[src/rtl/trk_pkg.sv]
package trk_pkg;

  localparam logic [2:0] KIND_FETCH  = 3'd0;
  localparam logic [2:0] KIND_LOAD   = 3'd1;
  localparam logic [2:0] KIND_STORE  = 3'd2;
  localparam logic [2:0] KIND_LOCKRD = 3'd3;
  localparam logic [2:0] KIND_LOCKWR = 3'd4;

  localparam logic [1:0] MODE_USER   = 2'd0;
  localparam logic [1:0] MODE_SUPER  = 2'd1;
  localparam logic [1:0] MODE_DEVICE = 2'd2;

  localparam logic CMD_ACCESS = 1'b0;
  localparam logic CMD_ATOMIC = 1'b1;

  // strobes from control to datapath
  typedef struct packed {
    logic insRd;
    logic insWr;
    logic relRd;
    logic relWr;
  } trk_strobe_t;

endpackage

[src/rtl/trk_table.sv]
module trk_table #(
  parameter int DEPTH  = 4,
  parameter int LINE_W = 12,
  parameter int ID_W   = 8,
  parameter int TIME_W = 16,
  parameter int THRESH = 40,
  localparam int OCC_W = $clog2(DEPTH + 1),
  localparam int IDX_W = (DEPTH > 1) ? $clog2(DEPTH) : 1
) (
  input  logic              clk,
  input  logic              rstN,
  input  logic [LINE_W-1:0] lookLine,
  output logic              lookHit,
  output logic              full,
  input  logic              ins,
  input  logic [ID_W-1:0]   insId,
  input  logic [TIME_W-1:0] nowTime,
  input  logic [LINE_W-1:0] relLine,
  output logic              relHit,
  input  logic              rel,
  output logic [ID_W-1:0]   relId,
  output logic [TIME_W-1:0] relIssue,
  output logic [OCC_W-1:0]  occ,
  output logic              stale
);

  logic [DEPTH-1:0]  vld;
  logic [LINE_W-1:0] lineQ  [DEPTH];
  logic [ID_W-1:0]   idQ    [DEPTH];
  logic [TIME_W-1:0] issueQ [DEPTH];

  logic [DEPTH-1:0] hitVec, relVec, staleVec;
  logic [IDX_W-1:0] freeIdx, relIdx;

  always_comb begin
    for (int i = 0; i < DEPTH; i++) begin
      hitVec[i]   = vld[i] && (lineQ[i] == lookLine);
      relVec[i]   = vld[i] && (lineQ[i] == relLine);
      staleVec[i] = vld[i] && ((nowTime - issueQ[i]) >= TIME_W'(THRESH));
    end
  end

  // lowest free slot and lowest matching slot
  always_comb begin
    freeIdx = '0;
    relIdx  = '0;
    for (int i = DEPTH - 1; i >= 0; i--) begin
      if (!vld[i])   freeIdx = IDX_W'(i);
      if (relVec[i]) relIdx  = IDX_W'(i);
    end
  end

  always_comb begin
    occ = '0;
    for (int i = 0; i < DEPTH; i++) occ = occ + OCC_W'(vld[i]);
  end

  assign lookHit  = |hitVec;
  assign relHit   = |relVec;
  assign full     = &vld;
  assign stale    = |staleVec;
  assign relId    = idQ[relIdx];
  assign relIssue = issueQ[relIdx];

  always_ff @(posedge clk) begin
    if (!rstN) begin
      vld <= '0;
    end else begin
      if (rel && relHit) vld[relIdx] <= 1'b0;
      if (ins && !full)  vld[freeIdx] <= 1'b1;
    end
  end

  always_ff @(posedge clk) begin
    if (ins && !full) begin
      lineQ[freeIdx]  <= lookLine;
      idQ[freeIdx]    <= insId;
      issueQ[freeIdx] <= nowTime;
    end
  end

  assert_one_per_line_R2: assert property (@(posedge clk) disable iff (!rstN)
    ins |-> !lookHit);
  assert_room_on_insert_R4: assert property (@(posedge clk) disable iff (!rstN)
    ins |-> !full);
  assert_release_hits_R9: assert property (@(posedge clk) disable iff (!rstN)
    rel |-> relHit);
  assert_release_frees_R8: assert property (@(posedge clk) disable iff (!rstN)
    (rel && !ins) |=> (occ == $past(occ) - OCC_W'(1)));

endmodule

[src/rtl/trk_datapath.sv]
module trk_datapath
  import trk_pkg::*;
#(
  parameter int RD_DEPTH = 4,
  parameter int WR_DEPTH = 4,
  parameter int LINE_W   = 12,
  parameter int ID_W     = 8,
  parameter int TIME_W   = 16,
  parameter int THRESH   = 40,
  localparam int RD_OCC_W = $clog2(RD_DEPTH + 1),
  localparam int WR_OCC_W = $clog2(WR_DEPTH + 1)
) (
  input  logic                clk,
  input  logic                rstN,
  input  trk_strobe_t         stb,
  input  logic [LINE_W-1:0]   reqLine,
  input  logic [LINE_W-1:0]   doneLine,
  input  logic [ID_W-1:0]     insId,
  output logic                rdHit,
  output logic                wrHit,
  output logic                rdFull,
  output logic                wrFull,
  output logic [RD_OCC_W-1:0] rdOcc,
  output logic [WR_OCC_W-1:0] wrOcc,
  output logic                doneRdHit,
  output logic                doneWrHit,
  output logic                anyStale,
  output logic                rspValid,
  output logic [ID_W-1:0]     rspId,
  output logic [TIME_W-1:0]   rspLatency
);

  logic [TIME_W-1:0] nowTime;
  logic [ID_W-1:0]   rdRelId, wrRelId;
  logic [TIME_W-1:0] rdIssue, wrIssue;
  logic              rdStale, wrStale;

  always_ff @(posedge clk) begin
    if (!rstN) nowTime <= '0;
    else       nowTime <= nowTime + TIME_W'(1);
  end

  trk_table #(
    .DEPTH(RD_DEPTH), .LINE_W(LINE_W), .ID_W(ID_W), .TIME_W(TIME_W), .THRESH(THRESH)
  ) u_rdTable (
    .clk(clk), .rstN(rstN), .lookLine(reqLine), .lookHit(rdHit), .full(rdFull),
    .ins(stb.insRd), .insId(insId), .nowTime(nowTime), .relLine(doneLine),
    .relHit(doneRdHit), .rel(stb.relRd), .relId(rdRelId), .relIssue(rdIssue),
    .occ(rdOcc), .stale(rdStale)
  );

  trk_table #(
    .DEPTH(WR_DEPTH), .LINE_W(LINE_W), .ID_W(ID_W), .TIME_W(TIME_W), .THRESH(THRESH)
  ) u_wrTable (
    .clk(clk), .rstN(rstN), .lookLine(reqLine), .lookHit(wrHit), .full(wrFull),
    .ins(stb.insWr), .insId(insId), .nowTime(nowTime), .relLine(doneLine),
    .relHit(doneWrHit), .rel(stb.relWr), .relId(wrRelId), .relIssue(wrIssue),
    .occ(wrOcc), .stale(wrStale)
  );

  assign anyStale = rdStale | wrStale;

  always_ff @(posedge clk) begin
    if (!rstN) begin
      rspValid   <= 1'b0;
      rspId      <= '0;
      rspLatency <= '0;
    end else begin
      rspValid <= stb.relRd | stb.relWr;
      if (stb.relRd) begin
        rspId      <= rdRelId;
        rspLatency <= nowTime - rdIssue;
      end else if (stb.relWr) begin
        rspId      <= wrRelId;
        rspLatency <= nowTime - wrIssue;
      end
    end
  end

  assert_single_release_R3: assert property (@(posedge clk) disable iff (!rstN)
    !(stb.relRd && stb.relWr));
  assert_latency_nonzero_R8: assert property (@(posedge clk) disable iff (!rstN)
    rspValid |-> (rspLatency != '0));

endmodule

[src/rtl/trk_ctrl.sv]
module trk_ctrl
  import trk_pkg::*;
#(
  parameter int ADDR_W     = 16,
  parameter int LINE_BYTES = 16,
  parameter int LEN_W      = 5,
  parameter int RD_DEPTH   = 4,
  parameter int WR_DEPTH   = 4,
  parameter int MAX_OUT    = 6,
  parameter int ID_W       = 8,
  parameter int THRESH     = 40,
  localparam int OFF_W    = $clog2(LINE_BYTES),
  localparam int LINE_W   = ADDR_W - OFF_W,
  localparam int RD_OCC_W = $clog2(RD_DEPTH + 1),
  localparam int WR_OCC_W = $clog2(WR_DEPTH + 1)
) (
  input  logic                clk,
  input  logic                rstN,
  input  logic                reqValid,
  input  logic [ADDR_W-1:0]   reqAddr,
  input  logic [2:0]          reqKind,
  input  logic [1:0]          reqMode,
  input  logic [LEN_W-1:0]    reqLen,
  output logic                reqReady,
  output logic                reqIllegal,
  input  logic                doneValid,
  input  logic                doneIsWrite,
  input  logic                rdHit,
  input  logic                wrHit,
  input  logic                rdFull,
  input  logic                wrFull,
  input  logic [RD_OCC_W-1:0] rdOcc,
  input  logic [WR_OCC_W-1:0] wrOcc,
  input  logic                doneRdHit,
  input  logic                doneWrHit,
  input  logic                anyStale,
  output trk_strobe_t         stb,
  output logic [ID_W-1:0]     idCnt,
  output logic                fwdValid,
  output logic [LINE_W-1:0]   fwdLine,
  output logic                fwdCmd,
  output logic                fwdMode,
  output logic [ID_W-1:0]     fwdId,
  output logic                doneErr,
  output logic                stuckFlag
);

  localparam int CNT_W  = $clog2(MAX_OUT + 1);
  localparam int SPAN_W = ((OFF_W > LEN_W) ? OFF_W : LEN_W) + 1;
  localparam int WD_W   = $clog2(THRESH);

  logic [CNT_W-1:0]  outCnt, nextCnt;
  logic [WD_W-1:0]   wdCnt;
  logic              armed, wdCheck;
  logic [SPAN_W-1:0] span;
  logic              badSize, badKind, badMode, illegal;
  logic              toWrite, dstFull, accept, doneHit, release_;

  // request legality
  assign span    = SPAN_W'(reqAddr[OFF_W-1:0]) + SPAN_W'(reqLen);
  assign badSize = span > SPAN_W'(LINE_BYTES);
  assign badKind = reqKind > KIND_LOCKWR;
  assign badMode = reqMode == 2'd3;
  assign illegal = badSize | badKind | badMode;

  assign toWrite = (reqKind == KIND_STORE) || (reqKind == KIND_LOCKRD) ||
                   (reqKind == KIND_LOCKWR);
  assign dstFull = toWrite ? wrFull : rdFull;

  assign reqReady   = !illegal && (outCnt < CNT_W'(MAX_OUT)) && !rdHit && !wrHit && !dstFull;
  assign reqIllegal = reqValid && illegal;
  assign accept     = reqValid && reqReady;

  // completion matching
  assign doneHit  = doneIsWrite ? doneWrHit : doneRdHit;
  assign release_ = doneValid && doneHit;

  always_comb begin
    stb       = '0;
    stb.insRd = accept && !toWrite;
    stb.insWr = accept && toWrite;
    stb.relRd = release_ && !doneIsWrite;
    stb.relWr = release_ && doneIsWrite;
  end

  assign nextCnt = outCnt + CNT_W'(accept) - CNT_W'(release_);
  assign wdCheck = armed && (wdCnt == WD_W'(THRESH - 1));

  always_ff @(posedge clk) begin
    if (!rstN) begin
      outCnt <= '0;
      idCnt  <= '0;
    end else begin
      outCnt <= nextCnt;
      if (accept) idCnt <= idCnt + ID_W'(1);
    end
  end

  // forwarded request
  always_ff @(posedge clk) begin
    if (!rstN) begin
      fwdValid <= 1'b0;
      fwdLine  <= '0;
      fwdCmd   <= CMD_ACCESS;
      fwdMode  <= 1'b0;
      fwdId    <= '0;
    end else begin
      fwdValid <= accept;
      if (accept) begin
        fwdLine <= reqAddr[ADDR_W-1:OFF_W];
        fwdCmd  <= ((reqKind == KIND_LOCKRD) || (reqKind == KIND_LOCKWR)) ? CMD_ATOMIC : CMD_ACCESS;
        fwdMode <= (reqMode == MODE_SUPER);
        fwdId   <= idCnt;
      end
    end
  end

  // watchdog period timer
  always_ff @(posedge clk) begin
    if (!rstN) begin
      armed     <= 1'b0;
      wdCnt     <= '0;
      stuckFlag <= 1'b0;
      doneErr   <= 1'b0;
    end else begin
      stuckFlag <= wdCheck && anyStale;
      doneErr   <= doneValid && !doneHit;
      if (wdCheck) begin
        armed <= (nextCnt != '0);
        wdCnt <= '0;
      end else if (armed) begin
        wdCnt <= wdCnt + WD_W'(1);
      end else if (accept) begin
        armed <= 1'b1;
        wdCnt <= '0;
      end
    end
  end

  assert_count_cap_R1: assert property (@(posedge clk) disable iff (!rstN)
    outCnt <= CNT_W'(MAX_OUT));
  assert_count_matches_R4: assert property (@(posedge clk) disable iff (!rstN)
    int'(outCnt) == int'(rdOcc) + int'(wrOcc));
  assert_forward_follows_R5: assert property (@(posedge clk) disable iff (!rstN)
    accept |=> fwdValid);
  assert_illegal_refused_R6: assert property (@(posedge clk) disable iff (!rstN)
    reqIllegal |-> !reqReady);
  assert_id_advances_R7: assert property (@(posedge clk) disable iff (!rstN)
    accept |=> (idCnt == $past(idCnt) + ID_W'(1)));
  assert_error_no_free_R9: assert property (@(posedge clk) disable iff (!rstN)
    (doneValid && !doneHit && !accept) |=> $stable(outCnt));
  assert_stuck_needs_arm_R10: assert property (@(posedge clk) disable iff (!rstN)
    stuckFlag |-> $past(armed));

endmodule

[src/rtl/inflight_tracker.sv]
module inflight_tracker
  import trk_pkg::*;
#(
  parameter int ADDR_W     = 16,
  parameter int LINE_BYTES = 16,
  parameter int LEN_W      = 5,
  parameter int RD_DEPTH   = 4,
  parameter int WR_DEPTH   = 4,
  parameter int MAX_OUT    = 6,
  parameter int ID_W       = 8,
  parameter int TIME_W     = 16,
  parameter int THRESH     = 40,
  localparam int OFF_W  = $clog2(LINE_BYTES),
  localparam int LINE_W = ADDR_W - OFF_W
) (
  input  logic              clk,
  input  logic              rstN,
  input  logic              reqValid,
  input  logic [ADDR_W-1:0] reqAddr,
  input  logic [2:0]        reqKind,
  input  logic [1:0]        reqMode,
  input  logic [LEN_W-1:0]  reqLen,
  output logic              reqReady,
  output logic              reqIllegal,
  output logic              fwdValid,
  output logic [LINE_W-1:0] fwdLine,
  output logic              fwdCmd,
  output logic              fwdMode,
  output logic [ID_W-1:0]   fwdId,
  input  logic              doneValid,
  input  logic              doneIsWrite,
  input  logic [LINE_W-1:0] doneLine,
  output logic              rspValid,
  output logic [ID_W-1:0]   rspId,
  output logic [TIME_W-1:0] rspLatency,
  output logic              doneErr,
  output logic              stuckFlag
);

  localparam int RD_OCC_W = $clog2(RD_DEPTH + 1);
  localparam int WR_OCC_W = $clog2(WR_DEPTH + 1);

  trk_strobe_t         stb;
  logic [ID_W-1:0]     idCnt;
  logic                rdHit, wrHit, rdFull, wrFull, doneRdHit, doneWrHit, anyStale;
  logic [RD_OCC_W-1:0] rdOcc;
  logic [WR_OCC_W-1:0] wrOcc;
  logic [LINE_W-1:0]   reqLine;

  assign reqLine = reqAddr[ADDR_W-1:OFF_W];

  trk_ctrl #(
    .ADDR_W(ADDR_W), .LINE_BYTES(LINE_BYTES), .LEN_W(LEN_W), .RD_DEPTH(RD_DEPTH),
    .WR_DEPTH(WR_DEPTH), .MAX_OUT(MAX_OUT), .ID_W(ID_W), .THRESH(THRESH)
  ) u_ctrl (
    .clk(clk), .rstN(rstN), .reqValid(reqValid), .reqAddr(reqAddr), .reqKind(reqKind),
    .reqMode(reqMode), .reqLen(reqLen), .reqReady(reqReady), .reqIllegal(reqIllegal),
    .doneValid(doneValid), .doneIsWrite(doneIsWrite), .rdHit(rdHit), .wrHit(wrHit),
    .rdFull(rdFull), .wrFull(wrFull), .rdOcc(rdOcc), .wrOcc(wrOcc),
    .doneRdHit(doneRdHit), .doneWrHit(doneWrHit), .anyStale(anyStale), .stb(stb),
    .idCnt(idCnt), .fwdValid(fwdValid), .fwdLine(fwdLine), .fwdCmd(fwdCmd),
    .fwdMode(fwdMode), .fwdId(fwdId), .doneErr(doneErr), .stuckFlag(stuckFlag)
  );

  trk_datapath #(
    .RD_DEPTH(RD_DEPTH), .WR_DEPTH(WR_DEPTH), .LINE_W(LINE_W), .ID_W(ID_W),
    .TIME_W(TIME_W), .THRESH(THRESH)
  ) u_dpath (
    .clk(clk), .rstN(rstN), .stb(stb), .reqLine(reqLine), .doneLine(doneLine),
    .insId(idCnt), .rdHit(rdHit), .wrHit(wrHit), .rdFull(rdFull), .wrFull(wrFull),
    .rdOcc(rdOcc), .wrOcc(wrOcc), .doneRdHit(doneRdHit), .doneWrHit(doneWrHit),
    .anyStale(anyStale), .rspValid(rspValid), .rspId(rspId), .rspLatency(rspLatency)
  );

endmodule

[config.mk]
export PLATFORM = sky130hd
export DESIGN_NAME = inflight_tracker
export DESIGN_NICKNAME = d
export VERILOG_FILES = /design/src/rtl/trk_pkg.sv /design/src/rtl/trk_table.sv /design/src/rtl/trk_datapath.sv /design/src/rtl/trk_ctrl.sv /design/src/rtl/inflight_tracker.sv
export SDC_FILE = /design/constraint.sdc
export NUM_CORES = 1
export LEC_CHECK = 0
export BUFFER_PORTS_ARGS = -buffer_cell sky130_fd_sc_hd__buf_2
export CAP_MARGIN = 20
export CORE_ASPECT_RATIO = 2
export CORE_MARGIN = 1.5
export CORE_UTILIZATION = 40
export CTS_BUF_LIST = sky130_fd_sc_hd__clkbuf_16
export DETAILED_ROUTE_END_ITERATION = 8
export PLACE_DENSITY = 0.62
export SETUP_SLACK_MARGIN = 0.05
export SYNTH_ARGS = -nofsm -noshare
export SYNTH_HDL_FRONTEND = slang
export SYNTH_SLANG_ARGS = --single-unit
[constraint.sdc]
create_clock -name clk -period 16.41 [get_ports clk]
set_input_delay 0.8205 -clock clk [delete_from_list [all_inputs] [get_ports clk]]
set_output_delay 0.8205 -clock clk [all_outputs]
set_load 0.02 [all_outputs]
---- Word level (Yosys, flattened, before mapping) ----
Memory sizes are Yosys's and may differ from the RTL's.
Index checks and enable logic that the tools add are counted.
W data, S select, Z words.
word-level totals
  flip-flop bits (word level) ............. 92
  bits in latches ......................... 0
  RAM bits ................................ 288
  memory bits (read-only) ................. 0
  output and inout bits ................... 52
  bits of input ports ..................... 43
  memories ................................ 6
cells by class
  reductions and logical operators ........ 70
  eq/ne operators ......................... 22
  $mul .................................... 0
  divide/modulo/power cells ............... 0
  $lt $le $gt $ge ......................... 19
  $add $sub $neg .......................... 16
  multiplexer cells ....................... 46
  bitwise gates (word level) .............. 11
  shifts and indexed selects .............. 0
memory list
  memory                    words  width  read ports  clocked after Yosys merged registers in  write ports  RTL line         RTL
  u_dpath.u_rdTable.issueQ  4      16     5           0                                        1            trk_table.sv:30  logic [TIME_W-1:0] issueQ [DEPTH];
  u_dpath.u_wrTable.issueQ  4      16     5           0                                        1            trk_table.sv:30
  u_dpath.u_rdTable.lineQ   4      12     4           0                                        1            trk_table.sv:28  logic [LINE_W-1:0] lineQ [DEPTH];
  u_dpath.u_wrTable.lineQ   4      12     4           0                                        1            trk_table.sv:28
  u_dpath.u_rdTable.idQ     4      8      1           0                                        1            trk_table.sv:29  logic [ID_W-1:0] idQ [DEPTH];
  u_dpath.u_wrTable.idQ     4      8      1           0                                        1            trk_table.sv:29
operators by type and width
  kind                     number
  $eq A12 B12 Y1           16
  $sub A16 B16 Y16         10
  $ge A16 B6 Y1 const B    8
  $logic_and A1 B1 Y1      46
  $mux W16                 2
  $mux W2                  16
  $mux W4                  6
  $reduce_or A4 Y1         6
  $add A16 B1 Y16 const B  1
  $mux W8                  2
  $mux W1                  14
  $lt A2 B3 Y1 const B     4
  $mux W6                  2
  $logic_not A1 Y1         9
  $add A8 B1 Y8 const B    1
  $and A4 B4 Y4            2
  $demux W1 S2             4
  $ge A2 B1 Y1 const B     4
  $not A4 Y4               2
  $or A4 B4 Y4             2
  $reduce_and A4 Y1        2
  $add A4 B5 Y6            1
  $add A6 B1 Y6 const B    1
  $eq A3 B2 Y1 const B     2
  other kinds (15)         21

---- Longest topological paths before layout ----
  word-level depth ........................ 16
  depth in mapped cells ................... 24

---- Hierarchy ----
A second synthesis with hierarchy kept.
second synthesis, totals
  cell total of the unflattened synthesis .. 2352
  area total of the unflattened synthesis .. 23879.2 µm²
by module, submodules not included
  module                         cells an instance  area each (µm²)  times used
  trk_table (u_dpath.u_wrTable)  924                9713.1           1
  trk_table (u_dpath.u_rdTable)  886                9594.2           1
  trk_datapath                   300                2523.7           1
  trk_ctrl                       242                2048.2           1

---- Least setup slack after synthesis ----
No wires, ideal clock.
  path type ............................... input -> register
  start point ............................. in reqAddr[0]
  end point ............................... mem u_dpath.u_wrTable.idQ[2][0] (enable)
  required time ........................... 15.936 ns
  buffers on the path ..................... 1
  stages on the path ...................... 13
  setup time .............................. 0.474 ns
  slack ................................... 9.726 ns
  arrival ................................. 6.210 ns
  path through ............................ ha_1 > fa_1 > xor2_1 > nor3_1 > a2bb2oi_1 > a211oi_1 > o211ai_1 > nor4_1 > and2_1 > buf_2 > nor2b_1 > nand2_1 > nor3_1
between the ends
  longest elaborated chain between the ends .. 14
RTL lines
  item                              RTL line                RTL
  from (decl)                       inflight_tracker.sv:19  input logic [ADDR_W-1:0] reqAddr,
  $add A4 B5 Y6                     trk_ctrl.sv:60          assign span = SPAN_W'(reqAddr[OFF_W-1:0]) + SPAN_W'(reqLen);
  $gt A6 B5 Y1                      trk_ctrl.sv:61          assign badSize = span > SPAN_W'(LINE_BYTES);
  $or A1 B1 Y1 (2 in a row)         trk_ctrl.sv:64          assign illegal = badSize | badKind | badMode;
  $logic_not A1 Y1                  trk_ctrl.sv:70          assign reqReady = !illegal && (outCnt < CNT_W'(MAX_OUT)) && !rdHit && !wrHit && !dstFull;
  $logic_and A1 B1 Y1 (4 in a row)  trk_ctrl.sv:70
  named net reqReady                inflight_tracker.sv:23  output logic reqReady,
  $logic_and A1 B1 Y1               trk_ctrl.sv:72          assign accept = reqValid && reqReady;
  $logic_and A1 B1 Y1               trk_ctrl.sv:81          stb.insWr = accept && toWrite;
  $logic_and A1 B1 Y1               trk_table.sv:75         if (ins && !full) begin
  $mux W1                           trk_table.sv:75
  $mux W1 (not written as such)     trk_table.sv:77         idQ[freeIdx] <= insId;
  to (decl)                         trk_table.sv:29
The timed path passes the listed nets, and every way through them passes these cells.

==> metrics.md <==
| Metric | Value |
|---|---|
| Status | complete, no violations |
| Setup crit start | u_dpath.u_rdTable.lineQ[1][4] |
| Main combinational cell family by area after synthesis | compound AO/OA/AOI/OAI gates |
| Worst Path Arrival | 5980 ps |
| Die height | 344 um |
| CP Cell Sequence | xor2_1 > nor4_1 > nand4_1 > nor2b_1 > nand2_1 > nand2_1 > o31ai_1 > ha_1 > inv_1 > fa_1 > a21o_1 > a21oi_1 > o21bai_1 > a21o_1 > a21oi_1 > o21bai_1 > a21oi_1 > xnor2_1 > nand2_1 > a21oi_1 |
| Avg Cell Area, Syn | about 10 um^2 |
| DIE AREA | 59500 um^2 |
| Post-synthesis compound-gate area fraction | 0.148 |
| Post-synthesis adder-cell area fraction | 0.0877 |
| Largest net degree at the start of global routing | 40 |
| Critical path endpoint category | register |
| Fill cells | 5378 |
| Top_reg_cell synth | edfxtp_1 |
| GPL Wtd Cong | 0.979 |
| CP endpoint | u_dpath.rspLatency[10] |
| Yosys warns | 0 |
| H-tree levels | 2 |
| CP max FO | 23 |
| Share of layout cells above drive strength 1 | 0.0946 |
| Most frequent cell after synthesis | edfxtp_1 |
| Setup CP Type | reg2reg |
| Root Buffer | clkbuf_16 |
| Crit path top cell by count | a21oi_1 |
| # IOs | 95 |
| Core area | 57200 um^2 |
| Share of the synthesized area in the top cell type | 0.373 |
| Endpoints failing setup | 0 |
| Worst Reg-to-Reg Cells | 20 |
| Chip width | 173 um |
| Setup crit start kind | register |
| Post-Syn Nets | 2494 |
| Mux share of post-synthesis cell area | 0.0210 |
| Pre-antenna DRT Iters | 7 |
| First-pass GRT wire length | 116000 um |
| CP peak stage delay | 530 ps |
| Diodes inserted | 0 |
| Number of distinct library cells after synthesis | between 70 and 80 |
| Critical R2R Capture | u_dpath.rspLatency[10] |
| Reg-to-reg critical path startpoint | u_dpath.u_rdTable.lineQ[1][4] |
| Number of enable flip-flop cells after synthesis | 288 |
| Initial DRC count | about 1.2k |
| Wire per inst | approximately 25 um |
| Starting density of the core | 0.405 |
| Crit path required time | 16890 ps |
| Worst hold path class | reg2reg |
| Max-cap violations | 0 |
| Pwr dens | between 70 and 80 nW/um^2 |
| Register bit total from synthesis | 380 |
| DRC viols | 0 |
| Sequential-to-total area share from yosys stat | 0.452 |
| Clk Latency, worst-skew pair | 560 ps |
| Worst-Margin Slew | 1160 ps |
| Number of port buffers | 94 |
| Internal reg-to-reg setup slack | 10910 ps |
| Asr flop ratio synth | 0 |
| Top post-synthesis cells by area | edfxtp_1 37%, dfxtp_1 7.9%, ha_1 7.8%, xnor2_1 6.3%, xor2_1 3.9% |
| Via count | 18.5k |
| Slowest cell on the critical path | nor4_1 |
| Final Hold Vio Count | 0 |
| Num CTS Buffers | 35 |
| WL met2 | about 43000 um |
| DR top layer | met4 |
| Setup Buffers After CTS | 0 |
| PostCTS Resize Cnt | 0 |
| Leading area contributor after synthesis | edfxtp_1 |
| Final period util | 0.335 |
| Total wire length after detailed routing | 79600 um |
| DR WL met3 | 3120 um |
| Post-Synth XOR/XNOR Area | 0.102 |
| Max Clock Freq | 0.182 GHz |
| Simple-gate share of the synthesized area | 0.147 |
| P_leak | 10.1 nW |
| Clock tree from TritonCTS | done |
| Vias in the first global route | between 15k and 20k |
| Final nets | 2582 |
| Post-synthesis cell count | 2295 |
| Rows | 124 |
| Crit path time final | 5500 ps |
| Dpl hpwl | between 60000 and 70000 um |
| Worst slew margin relative to its limit | 0.215 |
| Vias per cell | 5.86 |
| GRT overflow | 0 |
| CTS Hold Bufs | 0 |
| RSZ-0062 raised after global routing | no |
| Max IR drop VDD | 0.0920 mV |
| Total GRT Usage | 0.265 |
| Met1 wire length | between 20000 and 30000 um |
| Initial antenna violation count | 0 |
| Finished Layout Cells | 3166 |
| ANT nets after route | 0 |
| Clock transition at path regs | 70 ps |
| CTS sink cnt | 380 |
| CTS max path bufs | 3 |
| Synthesized area | 23200 um^2 |
| Final Max Slew Viols | 0 |
| Clk_skew | between 20 and 25 ps |
| Placed cells | 3102 |
| Setup_tns | 0 ps |
| Area delta synth->final | 11.0% |
| Commonest cells in the netlist | 288 x edfxtp_1, 177 x nor2_1, 166 x a21oi_1, 166 x inv_1, 166 x xnor2_1 |
-- worst min-delay path by stage --
stage,start,cells past startpoint,to,slack [ps]
3_3_place_gp,u_ctrl.fwdMode,2,u_ctrl.fwdMode,460
5_1_grt,u_ctrl.fwdMode,2,u_ctrl.fwdMode,490
2_1_floorplan,u_ctrl.wdCnt[5],2,u_ctrl.stuckFlag,450
4_1_cts,u_ctrl.fwdMode,2,u_ctrl.fwdMode,470
6_report,u_ctrl.fwdMode,2,u_ctrl.fwdMode,470
3_5_place_dp,u_ctrl.fwdMode,2,u_ctrl.fwdMode,460
-- cell usage in the layout (no fill, tap or decap), drive strengths merged, types with 15 or more instances in the layout --
| cell type | instances |
|---|---|
| a211oi | 20 |
| a21o | 27 |
| a21oi | 166 |
| a222oi | 22 |
| a22oi | 19 |
| a31oi | 16 |
| and2 | 19 |
| and3 | 30 |
| buf | 131 |
| clkbuf | 35 |
| clkinv | 16 |
| dfxtp | 92 |
| edfxtp | 288 |
| ha | 145 |
| inv | 175 |
| mux2i | 43 |
| nand2 | 119 |
| nand2b | 22 |
| nand3 | 52 |
| nand4 | 53 |
| nor2 | 177 |
| nor2b | 30 |
| nor3 | 38 |
| nor4 | 49 |
| o21a | 23 |
| o21ai | 107 |
| o22ai | 15 |
| xnor2 | 166 |
| xor2 | 103 |
-- state kept, by name (all words and copies together), names as in the netlist, 12 cells and up --
signal / flops
u_ctrl.fwdLine: 12
u_dpath.u_wrTable.idQ: 32
u_dpath.u_rdTable.lineQ: 48
u_dpath.u_rdTable.idQ: 32
u_dpath.rspLatency: 16
u_dpath.u_rdTable.issueQ: 64
u_dpath.u_wrTable.lineQ: 48
u_dpath.nowTime: 16
u_dpath.u_wrTable.issueQ: 64
-- through the flow --
| stage | hold WS (ps) | cell area, um^2 | util | total power (W) | worst slack [ps] |
|---|---|---|---|---|---|
| 3_5_place_dp | 463 | 24600 | 0.430 | 0.00120 | 10530 |
| 6_report | 470 | 25700 | 0.450 | 0.00203 | 10910 |
| 5_1_grt | 492 | 25700 | 0.450 | 0.00208 | 10490 |
| 3_3_place_gp | 459 | 24600 | 0.430 | 0.00120 | 10510 |
| 2_1_floorplan | 449 | 23200 | - | 0.00115 | 9730 |
| 4_1_cts | 473 | 25700 | 0.450 | 0.00204 | 11060 |
-- critical path, delay by kind of cell, from the launching register on --
| kind | cells | cell delay, ps |
|---|---|---|
| and+or+nand+nor | 6 | 1920 |
| adders and majority gates | 2 | 640 |
| xor gates and xnor gates | 2 | 340 |
| buffers and inverters | 1 | 60 |
| AOI/OAI and AO/OA | 9 | 1940 |
| DFF | 1 | 520 |
-- logic make-up after synthesis --
group / after synthesis
flip-flops: 380
multiplexers: 48
XOR/XNOR: 269
AND/OR/NAND/NOR: 663
AO/OA/AOI/OAI: 531
buffers and inverters: 248
adder cells (fa/ha/maj): 156
-- final cells by class --
| type | count | area [um^2] | share of cell area |
|---|---|---|---|
| Inverter | 168 | 631 | 0.0245 |
| Tap cell | 756 | 946 | 0.0367 |
| Multi-Input combinational cell | 1667 | 11800 | 0.458 |
| Clock inverter | 29 | 268 | 0.0104 |
| Clock buffer | 35 | 876 | 0.0340 |
| Sequential cell | 380 | 10500 | 0.408 |
| Timing Repair Buffer | 131 | 748 | 0.0291 |
-- where the power goes --
part	switching [W]	internal (W)	total [W]	leakage [nW]
logic	0.0000871	0.0000494	0.000136	6.05
registers	0.00000750	0.00104	0.00104	3.45
clock network	0.000391	0.000459	0.000850	0.570
-- routing by layer --
layer / GRT usage / vias up
li1: - / 8618
met1: 0.239 / 9002
met2: 0.515 / 641
met3: 0.0255 / 285
met4: 0.245 / 0
met5: 0 / -
Power figures use the tool's default switching activity.
